==> config.mk <==
export PLATFORM = sky130hd
export DESIGN_NAME = burst_addr_seq
export DESIGN_NICKNAME = d
export VERILOG_FILES = /design/src/rtl/burst_pkg.sv /design/src/rtl/burst_start_arb.sv /design/src/rtl/burst_beat_ctr.sv /design/src/rtl/burst_beat_map.sv /design/src/rtl/burst_addr_seq.sv
export SDC_FILE = /design/constraint.sdc
export NUM_CORES = 1
export LEC_CHECK = 0
export BUFFER_PORTS_ARGS = -buffer_cell sky130_fd_sc_hd__clkbuf_2
export CAP_MARGIN = 20
export CORE_MARGIN = 2
export CORE_UTILIZATION = 41
export CTS_BUF_LIST = sky130_fd_sc_hd__clkbuf_4
export DETAILED_ROUTE_END_ITERATION = 7
export PLACE_DENSITY = 0.8
export SYNTH_ARGS = -nofsm -noshare
export SYNTH_HDL_FRONTEND = slang
export SYNTH_SLANG_ARGS = --single-unit
==> constraint.sdc <==
create_clock -name clk -period 0.8 [get_ports clk]
set_input_delay 0.12 -clock clk [delete_from_list [all_inputs] [get_ports clk]]
set_output_delay 0.12 -clock clk [all_outputs]
set_load 0.03 [all_outputs]
==> src/rtl/burst_pkg.sv <==
package burst_pkg;
  typedef enum logic [1:0] {
    SRC_NONE = 2'd0,
    SRC_CTRL = 2'd1,
    SRC_PROC = 2'd2
  } load_src_e;
endpackage

==> src/rtl/burst_start_arb.sv <==
module burst_start_arb
  import burst_pkg::*;
(
  input  logic      clk,
  input  logic      rst_n,
  input  logic      chip_sel,
  input  logic      proc_strobe,
  input  logic      ctrl_strobe,
  input  logic      adv,
  output logic      load_evt,
  output logic      step_evt,
  output load_src_e load_src
);
  always_comb begin
    if (ctrl_strobe)                  load_src = SRC_CTRL;
    else if (proc_strobe && chip_sel) load_src = SRC_PROC;
    else                              load_src = SRC_NONE;
  end

  assign load_evt = (load_src != SRC_NONE);
  assign step_evt = adv && !load_evt;

  // a processor strobe without chip select starts nothing
  a_r4_proc_gated: assert property (@(posedge clk) disable iff (!rst_n)
    (proc_strobe && !chip_sel && !ctrl_strobe) |-> !load_evt);
  // a load and a step never happen at the same edge
  a_r8_load_over_step: assert property (@(posedge clk) disable iff (!rst_n)
    !(load_evt && step_evt));
  // the controller strobe always loads
  a_r2_ctrl_loads: assert property (@(posedge clk) disable iff (!rst_n)
    ctrl_strobe |-> load_evt);
endmodule

==> src/rtl/burst_beat_ctr.sv <==
module burst_beat_ctr #(
  parameter int ADDR_W = 17,
  parameter int BEAT_W = 2
) (
  input  logic                     clk,
  input  logic                     rst_n,
  input  logic                     load_evt,
  input  logic                     step_evt,
  input  logic [ADDR_W-1:0]        addr_in,
  output logic [ADDR_W-BEAT_W-1:0] upper_q,
  output logic [BEAT_W-1:0]        start_q,
  output logic [BEAT_W-1:0]        beat_q
);
  localparam int UPPER_W = ADDR_W - BEAT_W;

  always_ff @(posedge clk) begin
    if (!rst_n) begin
      upper_q <= '0;
      start_q <= '0;
      beat_q  <= '0;
    end else if (load_evt) begin
      upper_q <= addr_in[ADDR_W-1:BEAT_W];
      start_q <= addr_in[BEAT_W-1:0];
      beat_q  <= '0;
    end else if (step_evt) begin
      beat_q  <= beat_q + 1'b1;
    end
  end

  // upper part and start move only on a load
  a_r7_upper_fixed: assert property (@(posedge clk) disable iff (!rst_n)
    !load_evt |=> ($stable(upper_q) && $stable(start_q)));
  // an idle edge freezes the beat index
  a_r9_beat_hold: assert property (@(posedge clk) disable iff (!rst_n)
    (!load_evt && !step_evt) |=> $stable(beat_q));
  // each step moves the beat index by exactly one, wrapping
  a_r5_beat_step: assert property (@(posedge clk) disable iff (!rst_n)
    step_evt |=> beat_q == BEAT_W'($past(beat_q) + 1'b1));
endmodule

==> src/rtl/burst_beat_map.sv <==
module burst_beat_map #(
  parameter int BEAT_W = 2
) (
  input  logic              seq_linear,
  input  logic [BEAT_W-1:0] start,
  input  logic [BEAT_W-1:0] beat,
  output logic [BEAT_W-1:0] low
);
  function automatic logic [BEAT_W-1:0] order_interleave(
    input logic [BEAT_W-1:0] s, input logic [BEAT_W-1:0] k);
    return s ^ k;
  endfunction

  function automatic logic [BEAT_W-1:0] order_linear(
    input logic [BEAT_W-1:0] s, input logic [BEAT_W-1:0] k);
    return s + k;
  endfunction

  assign low = seq_linear ? order_linear(start, beat)
                          : order_interleave(start, beat);

  always_comb begin
    // beat zero always reproduces the start value in either order
    if (beat == '0) a_r5_r6_beat0: assert (low == start);
  end
endmodule

==> src/rtl/burst_addr_seq.sv <==
module burst_addr_seq
  import burst_pkg::*;
#(
  parameter int ADDR_W = 17,
  parameter int BEAT_W = 2
) (
  input  logic              clk,
  input  logic              rst_n,
  input  logic              seq_linear,
  input  logic              chip_sel,
  input  logic              proc_strobe,
  input  logic              ctrl_strobe,
  input  logic              adv,
  input  logic [ADDR_W-1:0] addr_in,
  output logic [ADDR_W-1:0] addr_out
);
  localparam int UPPER_W = ADDR_W - BEAT_W;

  logic               load_evt;
  logic               step_evt;
  load_src_e          load_src;
  logic [UPPER_W-1:0] upper_q;
  logic [BEAT_W-1:0]  start_q;
  logic [BEAT_W-1:0]  beat_q;
  logic [BEAT_W-1:0]  low_bits;

  burst_start_arb u_arb (
    .clk         (clk),
    .rst_n       (rst_n),
    .chip_sel    (chip_sel),
    .proc_strobe (proc_strobe),
    .ctrl_strobe (ctrl_strobe),
    .adv         (adv),
    .load_evt    (load_evt),
    .step_evt    (step_evt),
    .load_src    (load_src)
  );

  burst_beat_ctr #(.ADDR_W(ADDR_W), .BEAT_W(BEAT_W)) u_ctr (
    .clk      (clk),
    .rst_n    (rst_n),
    .load_evt (load_evt),
    .step_evt (step_evt),
    .addr_in  (addr_in),
    .upper_q  (upper_q),
    .start_q  (start_q),
    .beat_q   (beat_q)
  );

  burst_beat_map #(.BEAT_W(BEAT_W)) u_map (
    .seq_linear (seq_linear),
    .start      (start_q),
    .beat       (beat_q),
    .low        (low_bits)
  );

  assign addr_out = {upper_q, low_bits};

  // a load presents the captured address on the next cycle
  a_r3_load_visible: assert property (@(posedge clk) disable iff (!rst_n)
    load_evt |=> addr_out == $past(addr_in));
  // a linear step adds one to the low bits
  a_r6_linear_step: assert property (@(posedge clk) disable iff (!rst_n)
    (step_evt && seq_linear) |=> (seq_linear == 1'b0) ||
      addr_out[BEAT_W-1:0] == BEAT_W'($past(addr_out[BEAT_W-1:0]) + 1'b1));
  // nothing requested and mode held keeps the address
  a_r9_addr_hold: assert property (@(posedge clk) disable iff (!rst_n)
    (!load_evt && !adv) |=> ($stable(addr_out) || !$stable(seq_linear)));
  // reset state
  a_r1_reset_zero: assert property (@(posedge clk)
    !rst_n |=> addr_out == '0);
endmodule

# Word-level counts from Yosys, hierarchy flattened
# Cells that the tools add are included.
# classes
reduce_logical,5
bitwise,2
mux,3
add_sub_neg,2
# ops
cell,n
$mux 2,3
$add 2x1->2 const B,1
$add 2x2->2,1
$logic_and 1x1->1,2
$reduce_bool 2->1,1
$reduce_or 2->1,1
$xor 2x2->2,1
$logic_not 1->1,1
$not 1->1,1
# totals
inputBits,24
out_inout_bits,17
ff_bits,19

# Longest topological paths before layout
# Gate-level depths: netlist of run 1.
# depth
depth_word,6
mapped_depth,4

# By module
# Synthesis of run 1 repeated with hierarchy kept, for this count alone.
# hier_totals
cells_unflattened,72
hier_area_um2,808.3
# modules_own_cells
mod,area_each_um2,cells_per_inst,instances
burst_beat_ctr,742.0,62,1
burst_beat_map,33.8,4,1
burst_start_arb,32.5,6,1

# Worst setup path before layout of run 1
# Ideal clock, no wire load.
# synth_path
kind,register to output
startpoint,register u_ctr.beat_q[0]
endpoint,output port addr_out[1]
required_ns,0.680
path_buffers,0
slack_ns,-0.390
arrival_ns,1.070
stages_incl_launch_ff,4
path_cell_list,dfxtp_1 -> ha_1 -> nand2_1 -> xnor2_1
# synth_between
elab_chain_cells,2
# synth_lines
item,line,rtl
from (decl),burst_beat_ctr.sv:12,output logic [BEAT_W-1:0] beat_q
from (signal assigned),burst_beat_ctr.sv:26,beat_q <= beat_q + 1'b1;
$add 2x2->2,burst_beat_map.sv:16,return s + k;
$mux 2,burst_beat_map.sv:19,"assign low = seq_linear ? order_linear(start, beat)"
to (decl),burst_addr_seq.sv:15,output logic [ADDR_W-1:0] addr_out
# No other way between the ends.

# Final worst setup path of run 1
# layout_path
startpoint,register u_ctr.start_q[1]
endpoint,output port addr_out[1]
# layout_between
elab_chain_cells,2
word_cells_on_any_way,3
classes_between,add/sub (1); mux (1); bitwise (1)
# layout_lines
item,line,rtl
from (decl),burst_beat_ctr.sv:11,"output logic [BEAT_W-1:0] start_q,"
from (signal assigned),burst_beat_ctr.sv:23,start_q <= addr_in[BEAT_W-1:0];
$add 2x2->2 / $xor 2x2->2 (equally long branches),"burst_beat_map.sv:16, burst_beat_map.sv:11",
$mux 2 (*),burst_beat_map.sv:19,
# Mark *: on every way between the ends. The rest lies on a longest branch, timed or not.

==> results of run 1 <==
cell usage after synthesis, drive strengths merged:
| master | instances |
|---|---|
| dfxtp | 19 |
| o211a | 1 |
| and3 | 1 |
| and3b | 1 |
| a21boi | 1 |
| xor2 | 2 |
| mux2i | 17 |
| buf | 6 |
| a21oi | 1 |
| xnor2 | 1 |
| ha | 1 |
| nand2 | 35 |
cells by family (layout without fill, tap and decap cells):
logic type / Yosys count / after routing / share of synthesized area
fa+ha+maj: 1 / 1 / 0.0153
mux: 17 / 17 / 0.208
xor+xnor: 3 / 3 / 0.0322
buf+inv: 6 / 55 / 0.0658
compound gates: 3 / 3 / 0.0322
flops: 19 / 19 / 0.466
simple gates: 37 / 37 / 0.181
metal layers:
layer	share of wire	track usage	vias up
met5	0	0	-
met1	0.40	0.167	326
met4	0	0.0429	0
met2	0.54	0.308	23
met3	0.055	0.0401	0
li1	-	-	376
power by group through the flow:
stage / registers (W) / clock network [W] / logic [W]
floorplan: 0.00117 / 0 / 0.000210
finish: 0.00108 / 0.000498 / 0.000642
detailed placement: 0.00107 / 0 / 0.000468
global placement: 0.00106 / 0 / 0.000452
CTS: 0.00106 / 0.000509 / 0.000581
global route: 0.00109 / 0.000563 / 0.000679
worst register-to-register path, stage by stage (launching register included):
cell and delay [ps]:
dfxtp_4 390, buf_6 90, and3b_1 160, o211a_1 190
metrics by stage:
step           TNS [ps]  area, sq um  worst slack (ps)   util
3_5_place_dp      -1640         1120              -270  0.583
4_1_cts           -2670         1360              -497  0.708
2_1_floorplan      -148          866              -119      -
6_report          -2200         1430              -475  0.746
5_1_grt           -3000         1430              -533  0.746
3_3_place_gp      -1010         1120              -252  0.583
flip-flops by register name, indices dropped and copies added (netlist names):
signal         flops
u_ctr.upper_q     15
u_ctr.beat_q       2
u_ctr.start_q      2
worst min-delay path by stage:
| stage | start | endpoint | slack [ps] | cells after the start |
|---|---|---|---|---|
| floorplan | addr_in[0] | u_ctr.start_q[0] | 250 | 2 |
| global placement | addr_in[11] | u_ctr.upper_q[9] | 350 | 3 |
| detailed placement | addr_in[0] | u_ctr.start_q[0] | 350 | 3 |
| CTS | addr_in[16] | u_ctr.upper_q[14] | 40 | 3 |
| global route | addr_in[16] | u_ctr.upper_q[14] | 20 | 3 |
| finish | addr_in[16] | u_ctr.upper_q[14] | 40 | 3 |
layout by cell type, fill, tap and decap left out, types with 3 or more instances in the layout:
| cell type | Yosys | routed |
|---|---|---|
| nand2_1 | 35 | 33 |
| clkbuf_2 | 0 | 23 |
| dfxtp_2 | 0 | 18 |
| mux2i_1 | 17 | 17 |
| buf_8 | 0 | 17 |
| buf_6 | 1 | 7 |
| clkbuf_4 | 0 | 4 |
| buf_12 | 1 | 3 |
final cells by class:
class | instances | area share
repair buffers | 51 | 0.360
multi-input cells | 61 | 0.312
flip-flops and latches | 19 | 0.284
well taps | 27 | 0.0236
clock buffers | 4 | 0.0209
repair_timing:
item / CTS / global route
gates resized for setup: 54 / 25
pin swaps: 3 / 4
endpoints found under the setup margin: 19 / 19
gates cloned: 0 / 0
setup buffers: 4 / 3
==> out/results.txt, run 1 <==
DR pass1 iterations - 1
Yosys top cell area share - 0.466
Clock Skew - 0.0524 ps
initial antenna violation count - 0
Post-Place Cells - 152
Synth area leader - dfxtp_1
total gr overflow - 0
Clock Tree Root - clkbuf_4
Worst VDD drop - 0.935 mV
Logic pwr share - 0.290
worst setup margin - -475 ps
status - finished, violations left
Crit Path Max Fanout - 2
Crit Path Category - reg -> out
Worst R2R End - u_ctr.beat_q[1]
Detailed Route WL - 1820 um
FMAX - 0.784 GHz
DRC - 0
gpl congestion - 0.612
Final Hold Vio Count - 0
top-level I/O count - 41
Total Power - 0.00222 W
CP Cell Sequence - xor2_4 -> xnor2_4 -> buf_8
crit path capture type - primary output
multi-input logic area - 447 sq um
Fill cells - 151
arrival time worst endpoint - 1150 ps
Synth area leaders - dfxtp_1, mux2i_1, nand2_1, buf_12, xor2_1
r2r startpoint - u_ctr.beat_q[1]
Net Switching - 0.000618 W
flop2flop setup slack - -140 ps
clk buf depth - 2
average wire per standard cell - 11.2 um
die area - 0.00237 sq mm
final period utilization - 1.59
Bufs and invs on worst path - 1
Setup crit start kind - flop
first-pass GRT wire length - 2890 um
R2R cell count - 3
critical path's largest stage delay - 390 ps
post-synthesis instance area - 817 sq um
clock power share - 0.224
part of the power in registers - 0.486
internal power - 0.00160 W
Synth Register Bits - 19
Tot GR Track Use - 0.159
Synthesis Warnings - 0
Hold WS - 44.0 ps
vias in the first global route - 678
clock-pin slew on the worst setup and hold paths - 100 ps
starting density of the core - 0.425
Rows - 16
DR vias - 725
switch share - 0.279
static leakage - 0.693 nW
Reg area - 407 sq um
Die W - 48.6 um
Max Cap Violations - 0
failing checks - setup timing
final std cells w/o fill - 162
Final Max Tran Viols - 0
critical path depth - 3
Syn Inst Count - 86
Hold WC Path Type - in -> reg
Core ar. - 0.00192 sq mm
Antenna Cells - 0
slowest CP cell - dfxtp_2
die height - 48.6 um
register area share after synthesis - 0.466
worst-skew pair later-pin latency - 280 ps
Synth Area per Inst - 9.50 sq um
hold_buf cts - 0
H-tree levels - 1
Netlist cell types - 15
drt initial violations - 0
Detailed Place HPWL - 1260 um
# setup viols final - 19
nets - 161
post-route ant nets - 0
Least-Margin Pin Slew - 143 ps
syn nets - 111
drt via density - 4.48
largest net degree at the start of global routing - 23
pwr dens - 1550 mW/mm^2
CP delay by family, top - flip-flops
PortBufs - 40
Slew HR - 0.902
worst setup path end - addr_out[1]
Critical Path RT - 680 ps
Tmin final - 1270 ps
CTS sink cnt - 19
total clock buffers created by CTS - 3
RSZ-0062 raised after global routing - yes
synth-to-layout area growth - 75.5%
fraction of layout cells with a size suffix above 1 - 0.600
CTS tree - yes
crit path from - u_ctr.start_q[1]
Power figures use the tool's default switching activity.
==> run 2: changes to the inputs <==
- ABC_AREA: not set -> 1
- CORE_UTILIZATION: 41 -> 43
- PLACE_DENSITY: 0.8 -> 0.81
==> out/results.txt, run 2 <==
design area - 0.00151 sq mm (was 0.00143 sq mm)
clock-pin slew on the worst setup and hold paths - 110 ps (was 100 ps)
Synth Register Bits - 19 (unchanged)
RSZ-0062 raised after global routing - yes (unchanged)
top-level I/O count - 41 (unchanged)
slowest CP cell - dfxtp_2 (unchanged)
ys flop type - dfxtp_1 (unchanged)
status - finished, violations left (unchanged)
clk buf depth - 2 (unchanged)
Detailed Route WL - 2480 um (was 1820 um)
total gr overflow - 0 (unchanged)
Slew HR - 0.916 (was 0.902)
final period utilization - 1.68 (was 1.59)
Netlist cell types - 15 (unchanged)
drt via density - 4.66 (was 4.48)
EDFF count, synth - 0 (unchanged)
Clock Skew - 0.0273 ps (was 0.0524 ps)
DR vias - 973 (was 725)
first-pass GRT wire length - 3940 um (was 2890 um)
drt initial violations - 15 (was 0)
H-tree levels - 1 (unchanged)
critical path's largest stage delay - 370 ps (was 390 ps)
Synth area leaders - dfxtp_1, nand2_1, a21oi_1, nand3_1, inv_1 (was dfxtp_1, mux2i_1, nand2_1, buf_12, xor2_1)
worst setup margin - -541 ps (was -475 ps)
Clock Tree Root - clkbuf_4 (unchanged)
most used cell along the critical path - inv_2
post-route ant nets - 0 (unchanged)
Syn Inst Count - 134 (was 86)
DR pass1 iterations - 4 (was 1)
crit path capture type - primary output (unchanged)
static leakage - 0.772 nW (was 0.693 nW)
pwr dens - 1530 mW/mm^2 (was 1550 mW/mm^2)
fraction of layout cells with a size suffix above 1 - 0.522 (was 0.600)
Synth area leader - dfxtp_1 (unchanged)
CTS tree - yes (unchanged)
Fill cells - 155 (was 151)
vias in the first global route - 1001 (was 678)
Die W - 50.5 um (was 48.6 um)
initial antenna violation count - 0 (unchanged)
Place WS - -287 ps (was -270 ps)
most common cell in the netlist - nand2_1 (unchanged)
average wire per standard cell - 11.8 um (was 11.2 um)
Hold WC Path Type - in -> reg (unchanged)
Setup crit start kind - flop (unchanged)
Final Hold Vio Count - 0 (unchanged)
CP Cell Sequence - ha_4 -> nand2_4 -> inv_2 -> nand3_2 -> nand2_2 -> inv_2 -> buf_8 (was xor2_4 -> xnor2_4 -> buf_8)
Synthesis Warnings - 0 (unchanged)
ys async rst share - 0 (unchanged)
PortBufs - 40 (unchanged)
Crit Path Max Fanout - 2 (unchanged)
die area - 0.00255 sq mm (was 0.00237 sq mm)
Critical Path RT - 680 ps (about the same)
failing checks - setup timing (unchanged)
nets - 208 (was 161)
Max Cap Violations - 0 (unchanged)
# setup viols final - 19 (unchanged)
Tot GR Track Use - 0.197 (was 0.159)
commonest non-fill, non-tap cell in the layout - clkbuf_2 (was nand2_1)
commonest cells in the netlist - nand2_1, inv_1, dfxtp_1 (was nand2_1, dfxtp_1, mux2i_1)
syn nets - 159 (was 111)
CP delay by family, top - flip-flops (unchanged)
synth-to-layout area growth - 62.9% (was 75.5%)
starting density of the core - 0.464 (was 0.425)
Worst VDD drop - 1.29 mV (was 0.935 mV)
most frequent cells in the layout - clkbuf_2, nand2_1, dfxtp_2 (was nand2_1, clkbuf_2, dfxtp_2)
Bufs and invs on worst path - 3 (was 1)
worst-skew pair later-pin latency - 290 ps (was 280 ps)
FMAX - 0.746 GHz (was 0.784 GHz)
CTS sink cnt - 19 (unchanged)
Total Power - 0.00232 W (was 0.00222 W)
Least-Margin Pin Slew - 126 ps (was 143 ps)
Top reg by flops - u_ctr.upper_q (unchanged)
Placed Area - 0.00121 sq mm (was 0.00112 sq mm)
hold_buf cts - 0 (unchanged)
Core ar. - 0.00200 sq mm (was 0.00192 sq mm)
register area share after synthesis - 0.410 (was 0.466)
Crit Path Category - reg -> out (unchanged)
top flop regs - u_ctr.upper_q x15, u_ctr.beat_q x2, u_ctr.start_q x2 (unchanged)
arrival time worst endpoint - 1220 ps (was 1150 ps)
die height - 50.5 um (was 48.6 um)
max reg flops - 15 (unchanged)
post-synthesis instance area - 928 sq um (was 817 sq um)
final core utilization - 0.756 (was 0.746)
gpl congestion - 0.752 (was 0.612)
DRC - 0 (unchanged)
Detailed Place HPWL - 1570 um (was 1260 um)
Yosys top cell area share - 0.410 (was 0.466)
Final Max Tran Viols - 0 (unchanged)
Synth Area per Inst - 6.93 sq um (was 9.50 sq um)
Rows - 16 (unchanged)
total clock buffers created by CTS - 3 (unchanged)
largest net degree at the start of global routing - 26 (was 23)
flop2flop setup slack - -220 ps (was -140 ps)
Tmin final - 1340 ps (was 1270 ps)
Antenna Cells - 0 (unchanged)
run 2: changes by cell type after synthesis, moves of 2 or more:
cell     previous run  this run
inv_1               0        21
nor2_1              0        18
a21oi_1             0        17
mux2i_1            17         0
nand3_1             0        17
nand2_1            35        26
buf_4               1         4
nand3_2             0         3
xor2_1              2         0
run 2: cells by family (layout without fill, tap and decap cells):
family          count (synthesis)  in the layout  share of synthesized area
flops                          19             19                      0.410
buf+inv                        30             78                      0.156
simple gates                   66             66                      0.319
fa+ha+maj                       1              1                     0.0135
compound gates                 18             18                      0.101
run 2: area by class of cell:
class | count | area, sq um | share of cell area
Tap cell | 27 | 33.8 | 0.0223
Inverter | 22 | 85.1 | 0.0562
Sequential cell | 19 | 404 | 0.267
Multi-Input combinational cell | 85 | 453 | 0.299
Timing Repair Buffer | 52 | 509 | 0.337
Clock inverter | 1 | 5.00 | 0.00331
Clock buffer | 3 | 22.5 | 0.0149
run 2: metrics by stage:
stage / setup TNS (ps) / hold WS [ps] / cells
after CTS: -2760 / 36.0 / 207
after global placement: -330 / 340 / 202
after floorplan: -137 / 252 / 134
final: -2710 / 32.3 / 209
after global routing: -3540 / 31.4 / 209
after detailed placement: -433 / 345 / 202
run 2: layer usage:
metal | GRT usage | wire [um]
met1 | 0.213 | 962
met2 | 0.386 | 1430
met3 | 0.0208 | 58
met4 | 0.0766 | 19
met5 | 0 | 0
run 2: power breakdown:
group,switching (W),internal [W],total (W)
logic,0.000374,0.000370,0.000744
registers,0.0000619,0.00103,0.00109
clock network,0.000298,0.000186,0.000484
run 2: path summary, 6_finish.rpt:
path                                  startpoint               end  cells past startpoint
worst min-delay path                  addr_in[1]  u_ctr.start_q[1]                      3
worst max-delay path            u_ctr.start_q[0]       addr_out[1]                      7
worst max register to register   u_ctr.beat_q[0]   u_ctr.beat_q[1]                      6
worst min register to register   u_ctr.beat_q[1]   u_ctr.beat_q[1]                      2
run 2: worst min-delay path, cell delays in order:
cell and delay [ps]:
clkbuf_2 80, a21oi_1 30, nor2_1 70
run 2: timing repair:
item | 4_1_cts | 5_1_grt
pin swaps | 4 | 5
hold endpoints to repair | 0 | 0
resized for setup | 63 | 22
setup endpoints to repair | 20 | 20
setup buffers | 1 | 3
==> run 3: changes to the inputs <==
- ABC_CLOCK_PERIOD_IN_PS: not set -> 800
- CORE_MARGIN: 2 -> 4
==> out/results.txt, run 3 (same netlist as run 2, synthesis figures left out) <==
Final Max Tran Viols - 0 (unchanged)
clock-pin slew on the worst setup and hold paths - 100 ps (was 110 ps)
Antenna Cells - 0 (unchanged)
Place WS - -266 ps (was -287 ps)
status - finished, violations left (unchanged)
drt via density - 4.72 (was 4.66)
static leakage - 0.764 nW (was 0.772 nW)
pwr dens - 1540 mW/mm^2 (was 1530 mW/mm^2)
crit path capture type - primary output (unchanged)
Tmin final - 1300 ps (was 1340 ps)
DR vias - 981 (was 973)
average wire per standard cell - 11.0 um (was 11.8 um)
fraction of layout cells with a size suffix above 1 - 0.519 (was 0.522)
largest net degree at the start of global routing - 26 (unchanged)
failing checks - setup timing (unchanged)
die area - 0.00297 sq mm (was 0.00255 sq mm)
die height - 54.5 um (was 50.5 um)
Top reg by flops - u_ctr.upper_q (unchanged)
top-level I/O count - 41 (unchanged)
vias in the first global route - 879 (was 1001)
Tot GR Track Use - 0.159 (was 0.197)
Critical Path RT - 680 ps (about the same)
CTS tree - yes (unchanged)
Core ar. - 0.00200 sq mm (unchanged)
total gr overflow - 0 (unchanged)
# setup viols final - 18 (was 19)
initial antenna violation count - 0 (unchanged)
Detailed Route WL - 2280 um (was 2480 um)
Bufs and invs on worst path - 3 (unchanged)
Hold WC Path Type - in -> reg (unchanged)
CTS sink cnt - 19 (unchanged)
commonest non-fill, non-tap cell in the layout - clkbuf_2 (unchanged)
Worst VDD drop - 1.31 mV (was 1.29 mV)
DR pass1 iterations - 4 (unchanged)
most used cell along the critical path - inv_2 (unchanged)
Final Hold Vio Count - 0 (unchanged)
total clock buffers created by CTS - 3 (unchanged)
final period utilization - 1.62 (was 1.68)
Crit Path Max Fanout - 2 (unchanged)
Max Cap Violations - 0 (unchanged)
post-route ant nets - 0 (unchanged)
slowest CP cell - dfxtp_2 (unchanged)
worst-skew pair later-pin latency - 280 ps (was 290 ps)
synth-to-layout area growth - 62.0% (was 62.9%)
Clock Skew - 0.0311 ps (was 0.0273 ps)
nets - 207 (was 208)
arrival time worst endpoint - 1180 ps (was 1220 ps)
most frequent cells in the layout - clkbuf_2, nand2_1, dfxtp_2 (unchanged)
Die W - 54.5 um (was 50.5 um)
FMAX - 0.771 GHz (was 0.746 GHz)
clk buf depth - 2 (unchanged)
CP delay by family, top - flip-flops (unchanged)
Fill cells - 153 (was 155)
first-pass GRT wire length - 3460 um (was 3940 um)
H-tree levels - 1 (unchanged)
starting density of the core - 0.464 (unchanged)
drt initial violations - 10 (was 15)
Setup crit start kind - flop (unchanged)
RSZ-0062 raised after global routing - yes (unchanged)
Clock Tree Root - clkbuf_4 (unchanged)
gpl congestion - 0.701 (was 0.752)
Crit Path Category - reg -> out (unchanged)
Rows - 16 (unchanged)
Least-Margin Pin Slew - 131 ps (was 126 ps)
CP Cell Sequence - ha_4 -> nand2_4 -> inv_2 -> nand3_2 -> nand2_2 -> inv_2 -> buf_8 (unchanged)
post-route setup TNS - -2050 ps (was -2710 ps)
max reg flops - 15 (unchanged)
worst setup margin - -497 ps (was -541 ps)
critical path's largest stage delay - 370 ps (about the same)
top flop regs - u_ctr.upper_q x15, u_ctr.beat_q x2, u_ctr.start_q x2 (unchanged)
Detailed Place HPWL - 1620 um (was 1570 um)
PortBufs - 40 (unchanged)
DRC - 0 (unchanged)
Slew HR - 0.913 (was 0.916)
## run 3: where the power goes
part	switching (W)	total, W	internal, W	leakage (nW)
Combinational	0.000368	0.000737	0.000369	0.582
Sequential	0.0000619	0.00109	0.00103	0.163
Clock	0.000267	0.000494	0.000227	0.0184
## run 3: timing repair
action                     in CTS  in global routing
buffers inserted                0                  3
setup endpoints to repair      20                 20
gates resized for setup        54                 30
pin swaps                       4                  5
hold buffers                    0                  0
## run 3: layout make-up
| type | instances | area, sq um | share of cell area |
|---|---|---|---|
| sequential | 19 | 404 | 0.269 |
| clock buffer | 4 | 30.0 | 0.0200 |
| timing repair buffer | 51 | 498 | 0.331 |
| inverter | 22 | 85.1 | 0.0566 |
| multi-input combinational | 85 | 453 | 0.301 |
| tap | 27 | 33.8 | 0.0225 |
## run 3: metrics by stage
step / instances / hold WS, ps / power (W) / util / instance area [sq um]
2_1_floorplan: 134 / 252 / 0.00145 / - / 935
3_3_place_gp: 202 / 340 / 0.00162 / 0.605 / 1210
3_5_place_dp: 202 / 347 / 0.00164 / 0.605 / 1210
4_1_cts: 206 / 35.8 / 0.00227 / 0.712 / 1430
5_1_grt: 208 / 33.5 / 0.00247 / 0.751 / 1500
6_report: 208 / 48.7 / 0.00232 / 0.751 / 1500
## run 3: worst paths after layout
kind / start / endpoint / slack, ps / depth (start not counted)
setup / recovery: u_ctr.start_q[0] / addr_out[1] / -500 / 7
hold / removal: addr_in[13] / u_ctr.upper_q[11] / 50 / 3
setup reg to reg: u_ctr.beat_q[0] / u_ctr.beat_q[1] / 0 / 5
hold reg to reg: u_ctr.beat_q[1] / u_ctr.beat_q[1] / 520 / 2
## run 3: metal layers
metal	GRT usage	vias up	wire length, um
li1	-	511	-
met1	0.174	452	840
met2	0.295	16	1360
met3	0.0354	2	62
met4	0.0622	0	20
met5	0	-	0
## run 3: worst min-delay path, cell delays in order
cell      delay (ps)
clkbuf_2          80
a21oi_1           30
nor2_1            80
